File: src/rtl/glyph_ram_pkg.sv
package glyph_ram_pkg;
    localparam int CODE_W = 4;
    localparam int ROW_W  = 3;
    localparam int ROWS   = 7;
    localparam int PIX_W  = 5;
    localparam int BYTE_W = 8;
    localparam int PTR_W  = CODE_W + ROW_W;
    localparam int CODES  = 1 << CODE_W;
    localparam int DEPTH  = CODES * ROWS;
    localparam int IDX_W  = $clog2(DEPTH);

    typedef logic [PIX_W-1:0] pix_t;
endpackage

File: src/rtl/glyph_ptr_ctrl.sv
module glyph_ptr_ctrl
    import glyph_ram_pkg::*;
(
    input  logic              clk,
    input  logic              rst_n,
    input  logic              ptr_we,
    input  logic [PTR_W-1:0]  ptr_in,
    input  logic              pix_we,
    input  logic [BYTE_W-1:0] pix_in,
    input  logic              step_en,
    output logic              wr_en,
    output logic [CODE_W-1:0] wr_code,
    output logic [ROW_W-1:0]  wr_row,
    output pix_t              wr_pix
);
    typedef struct packed {
        logic [PTR_W-1:0] ptr;
    } ptr_state_t;

    ptr_state_t st_d, st_q;
    logic unused_hi_bits;

    assign unused_hi_bits = ^pix_in[BYTE_W-1:PIX_W];

    always_comb begin
        st_d = st_q;
        if (pix_we && step_en) begin
            st_d.ptr = st_q.ptr + 1'b1;
        end
        if (ptr_we) begin
            st_d.ptr = ptr_in;
        end
    end

    always_ff @(posedge clk or negedge rst_n) begin
        if (!rst_n) begin
            st_q <= '0;
        end else begin
            st_q <= st_d;
        end
    end

    assign wr_code = st_q.ptr[PTR_W-1:ROW_W];
    assign wr_row  = st_q.ptr[ROW_W-1:0];
    assign wr_en   = pix_we && (int'(wr_row) < ROWS);
    assign wr_pix  = pix_in[PIX_W-1:0];

    // a pointer load takes effect on the next cycle.
    a_r2_ptr_load: assert property (@(posedge clk) disable iff (!rst_n)
        ptr_we |=> (st_q.ptr == $past(ptr_in)));

    // a write with stepping on advances the pointer by one, wrapping at the top.
    a_r4_step_one: assert property (@(posedge clk) disable iff (!rst_n)
        (pix_we && step_en && !ptr_we) |=> (st_q.ptr == PTR_W'($past(st_q.ptr) + 1)));

    // a write with stepping off leaves the pointer in place.
    a_r5_hold_ptr: assert property (@(posedge clk) disable iff (!rst_n)
        (pix_we && !step_en && !ptr_we) |=> $stable(st_q.ptr));

    // the phantom row never produces a store.
    a_r6_phantom_drop: assert property (@(posedge clk) disable iff (!rst_n)
        (wr_row == ROW_W'(ROWS)) |-> !wr_en);
endmodule

File: src/rtl/glyph_store.sv
module glyph_store
    import glyph_ram_pkg::*;
(
    input  logic              clk,
    input  logic              rst_n,
    input  logic              wr_en,
    input  logic [CODE_W-1:0] wr_code,
    input  logic [ROW_W-1:0]  wr_row,
    input  pix_t              wr_pix,
    input  logic [CODE_W-1:0] rd_code,
    input  logic [ROW_W-1:0]  rd_row,
    output pix_t              rd_pix
);
    typedef struct packed {
        logic [DEPTH-1:0][PIX_W-1:0] mem;
        pix_t                        rd;
    } store_state_t;

    store_state_t st_d, st_q;
    logic [IDX_W-1:0] wr_idx;
    logic [IDX_W-1:0] rd_idx;
    logic             rd_ok;

    assign wr_idx = IDX_W'(wr_code) * IDX_W'(ROWS) + IDX_W'(wr_row);
    assign rd_idx = IDX_W'(rd_code) * IDX_W'(ROWS) + IDX_W'(rd_row);
    assign rd_ok  = (int'(rd_row) < ROWS);

    always_comb begin
        st_d = st_q;
        for (int e = 0; e < DEPTH; e++) begin
            if (wr_en && (wr_idx == IDX_W'(e))) begin
                st_d.mem[e] = wr_pix;
            end
        end
        st_d.rd = rd_ok ? st_q.mem[rd_idx] : '0;
    end

    always_ff @(posedge clk or negedge rst_n) begin
        if (!rst_n) begin
            st_q <= '0;
        end else begin
            st_q <= st_d;
        end
    end

    assign rd_pix = st_q.rd;

    // storage is untouched in a cycle with no store request.
    a_r6_no_store_stable: assert property (@(posedge clk) disable iff (!rst_n)
        !wr_en |=> $stable(st_q.mem));

    // a fetch of the phantom row returns zero on the next cycle.
    a_r8_phantom_read_zero: assert property (@(posedge clk) disable iff (!rst_n)
        (rd_row == ROW_W'(ROWS)) |=> (rd_pix == '0));
endmodule

File: src/rtl/glyph_ram_wport.sv
module glyph_ram_wport
    import glyph_ram_pkg::*;
(
    input  logic        clk,
    input  logic        rst_n,
    input  logic        ptr_we,
    input  logic [6:0]  ptr_in,
    input  logic        pix_we,
    input  logic [7:0]  pix_in,
    input  logic        step_en,
    input  logic [3:0]  fetch_code,
    input  logic [2:0]  fetch_row,
    output logic [4:0]  fetch_pix
);
    logic              wr_en;
    logic [CODE_W-1:0] wr_code;
    logic [ROW_W-1:0]  wr_row;
    pix_t              wr_pix;

    glyph_ptr_ctrl i_ptr (
        .clk     (clk),
        .rst_n   (rst_n),
        .ptr_we  (ptr_we),
        .ptr_in  (ptr_in),
        .pix_we  (pix_we),
        .pix_in  (pix_in),
        .step_en (step_en),
        .wr_en   (wr_en),
        .wr_code (wr_code),
        .wr_row  (wr_row),
        .wr_pix  (wr_pix)
    );

    glyph_store i_store (
        .clk     (clk),
        .rst_n   (rst_n),
        .wr_en   (wr_en),
        .wr_code (wr_code),
        .wr_row  (wr_row),
        .wr_pix  (wr_pix),
        .rd_code (fetch_code),
        .rd_row  (fetch_row),
        .rd_pix  (fetch_pix)
    );

    // what reaches storage never carries the upper byte bits.
    a_r3_low_bits_only: assert property (@(posedge clk) disable iff (!rst_n)
        wr_en |-> (wr_pix == pix_in[4:0]));
endmodule

File: config.mk
export PLATFORM = sky130hd
export DESIGN_NAME = glyph_ram_wport
export DESIGN_NICKNAME = d
export VERILOG_FILES = /design/src/rtl/glyph_ram_pkg.sv /design/src/rtl/glyph_ptr_ctrl.sv /design/src/rtl/glyph_store.sv /design/src/rtl/glyph_ram_wport.sv
export SDC_FILE = /design/constraint.sdc
export NUM_CORES = 1
export LEC_CHECK = 0
export ABC_CLOCK_PERIOD_IN_PS = 4300
export BUFFER_PORTS_ARGS = -buffer_cell sky130_fd_sc_hd__buf_2
export CAP_MARGIN = 20
export CORE_MARGIN = 2
export CORE_UTILIZATION = 39
export CTS_BUF_LIST = sky130_fd_sc_hd__clkbuf_8
export DETAILED_ROUTE_END_ITERATION = 7
export PLACE_DENSITY_LB_ADDON = 0.05
export SLEW_MARGIN = 20
export SYNTH_ARGS = -nofsm -noshare
export SYNTH_HDL_FRONTEND = slang
export SYNTH_HIERARCHICAL = 1
export SYNTH_SLANG_ARGS = --single-unit
File: constraint.sdc
create_clock -name clk -period 4.3 [get_ports clk]
set_clock_uncertainty 0.05 [all_clocks]
set_input_delay 0.645 -clock clk [delete_from_list [all_inputs] [get_ports clk]]
set_output_delay 0.645 -clock clk [all_outputs]
set_load 0.005 [all_outputs]
==> qor.yml <==
floorplanning:
  coreArea_um2: 69800
  die_w_um: 269
  fp-row-count: 97
  ios: 32
  fp.dieH_um: 269
  die-area_um2: 72400
  start_util: 0.393
hold_path:
  min_path_type: "primary input to flip-flop"
critical_path:
  crit_fanout: 9
  critPathSlowestCell: "nor2_1"
  startpoint_type: "primary input"
  path_class: "primary input to flip-flop"
  crit_chain: "buf_2 > fa_1 > fa_1 > inv_1 > fa_2 > buf_4 > buf_12 > nor2_1 > buf_4 > a22oi_1 > a21oi_1 > a2111oi_0 > nor3_1"
  critPathBufInv: 5
  rrSetupSlack_ns: 0.21
  cpPeakStageDelay_ns: 0.69
  arrival_ns: 4.67
  worst_ep_required_time_ns: 4.86
  worstSetupEndpointType: "flip-flop"
  cpLargestDelayFamily: "adder cells"
grt:
  grt_pass1_vias: 17800
  grt_overflow: 0
  antenna_found_initial: 2
  grt_max_degree: 100
  grt_pass1_wl_um: 115000
  track_usage: 0.217
placement:
  gp_congestion: 0.786
  place_area_um2: 29600
  dp_hpwl_um: 50700
  placedCellCount: 2865
  place.port_buffers: 28
synth:
  avgSynthCellArea_um2: 14.6
  yosysUniqueCellTypes: 51
  synthesis.instances: 1880
  syn_nets: 1942
  synth_flop_cell: "dfrtp_1"
  synth.cell_area_um2: 27400
  synth_edf_count: 0
  ys_ff_latch: 572
  yosysTopAreaCellShare: 0.523
  synth_area_leaders: "dfrtp_1 (52%), mux2_2 (22%), mux4_2 (12%)"
  yosysTopAreaCell: "dfrtp_1"
  async_flop_share: 1.00
  yosysSeqAreaShare: 0.523
  yosysWarnings: 6
sta:
  worst_slew_pin_slew_ns: 1.07
  layout_min_cycle_time_ns: 4.10
  fmax_mhz: 244
  hold_viol_final: 0
  rsz0062_at_grt: "false"
  slew_violations: 0
  slew_headroom: 0.287
  period_share: 0.954
  setup_viol: 0
cts:
  cts_tree: "done"
  clock_latency_ns: 0.67
  clkSinkCount: 572
  numCtsBuffers: 105
  ctsRootBufferMaster: "clkbuf_8"
  clk_path_buf_depth: 3
  path_clk_slew_ns: 0.06
  cts_post_setup_buffers_inserted: 0
  htreeDepth: 3
cells_and_area:
  fin_area_um2: 31700
  fin_nets: 2095
  areaGrowthSynthToFinish_pct: 15.6
  fillers: 6335
  drive_above_1_share: 0.499
  fin_cells: 3054
drt:
  ant_nets: 0
  vias_per_cell: 5.37
  firstDrtPassIters: 5
  drc: 0
  num_vias: 16400
  wl_um: 75500
  dr.first_iter.drc_count: 859
  post_drt_wl_per_cell_um: 24.7
flow_run:
  maxCapViolations: 0
pwr:
  power_density_nw_per_um2: 614
  power.leakage_nw: 14.9
  vdd_ir_drop_max_uv: 247
status:
  status: "completed"
==> cell usage after synthesis (4+ instances only) <==
master,number
nand2_1,113
buf_6,4
nor2_2,41
nand3_1,24
mux2_2,537
nor3_1,12
or4_1,4
ha_1,25
dfrtp_1,572
a21oi_1,18
inv_1,21
mux2i_1,20
fa_1,10
mux4_2,143
or3_1,4
a311oi_1,4
a31oi_1,4
a221oi_1,4
buf_2,22
a22o_1,4
a21o_1,4
clkbuf_1,76
nor2_1,68
mux2_1,24
nand4_1,8
buf_4,23
xnor2_1,7
a22oi_1,16
o22ai_1,5
nand2b_1,6
a211oi_1,5
nor2b_1,7
o21ai_0,11
==> path summary, 6_finish.rpt <==
path,startpoint,endpoint,cells past startpoint
max,fetch_code[0],i_store/rd_pix[2]$_DFF_PN0_,13
min,ptr_in[3],i_ptr/st_q[3]$_DFFE_PN0P_,3
max reg2reg,i_ptr/st_q[3]$_DFFE_PN0P_,i_store/st_q[133]$_DFFE_PN0P_,11
min reg2reg,i_store/st_q[333]$_DFFE_PN0P_,i_store/st_q[333]$_DFFE_PN0P_,1
max in group asynchronous,rst_n,i_ptr/st_q[6]$_DFFE_PN0P_,3
min in group asynchronous,rst_n,i_store/st_q[216]$_DFFE_PN0P_,2
==> layout make-up <==
type,count,area [um2],share of cell area
diodes,2,5.00,0.000158
clock buffers,130,1790,0.0565
clock inverters,56,287,0.00905
inverters,21,78.8,0.00249
multi-input cells,1158,12400,0.392
flip-flops and latches,572,14300,0.452
well taps,940,1180,0.0371
repair buffers,175,1610,0.0507
==> cells in the final DEF, fill, tap and decap left out, drive strengths merged, types with 2 or more instances in the layout <==
cell type    n
a2111oi      3
a211oi       5
a21o         4
a21oi       20
a221oi       4
a22o         4
a22oi       16
a311oi       4
a31oi        4
a32oi        2
and2         4
and3         3
buf        174
bufinv       2
clkbuf     130
clkinv      11
dfrtp      572
diode        2
fa          10
ha          25
inv         64
mux2       561
mux2i       20
mux4       143
nand2      113
nand2b       6
nand3       25
nand4        8
nor2       109
nor2b        7
nor3        12
nor3b        2
nor4         2
o21ai       11
o22ai        5
or3          4
or4          4
xnor2        7
xor2         6
==> per-stage QoR <==
step	worst slack (ns)	utilization	hold slack (ns)	power, mW	setup TNS, ns
3_3_place_gp	-0.626	0.424	0.414	14.3	-4.79
6_report	0.197	0.454	0.136	19.5	0
4_1_cts	0.100	0.454	0.0671	19.7	0
3_5_place_dp	-0.664	0.424	0.424	14.5	-6.86
2_1_floorplan	0.388	-	0.299	12.2	0
5_1_grt	0.0471	0.454	0.116	20.6	0
==> sequential cells by signal, summed over array words and instances, names as in the netlist <==
name	count
i_store/rd_pix	5
i_store/st_q	560
i_ptr/st_q	7
==> metal layers <==
| layer | share of wire | global-route usage |
|---|---|---|
| met1 | 0.46 | 0.302 |
| met2 | 0.47 | 0.345 |
| met3 | 0.039 | 0.0344 |
| met4 | 0.028 | 0.0758 |
| met5 | 0 | 0 |
==> worst reg2reg max path: stages, from the launching register on <==
cell	delay [ns]
dfrtp_1	0.47
fa_1	0.58
fa_1	0.46
fa_1	0.45
a21o_1	0.19
a21oi_2	0.17
xor2_2	0.41
nand3_1	0.17
buf_4	0.22
nor2_1	0.27
buf_4	0.20
mux2_2	0.33
==> where the power goes <==
part | switching [mW] | internal (mW) | total, mW
sequential | 0.953 | 7.35 | 8.30
combinational | 2.80 | 3.25 | 6.06
clock | 2.28 | 2.82 | 5.10
==> what timing repair did <==
action,in CTS,in global routing
resized for setup,1,1
hold buffers,1,0
hold endpoints to repair,55,0
cloned,0,0
setup endpoints to repair,63,2
==> kinds of logic after synthesis <==
group,share of synthesized area
AO/OA/AOI/OAI,0.0215
buffers and inverters,0.0259
adder cells (fa/ha/maj),0.0187
XOR/XNOR,0.00498
multiplexers,0.356
AND/OR/NAND/NOR,0.0508
flip-flops,0.523
Note: power is estimated with default switching activity, not from simulation.
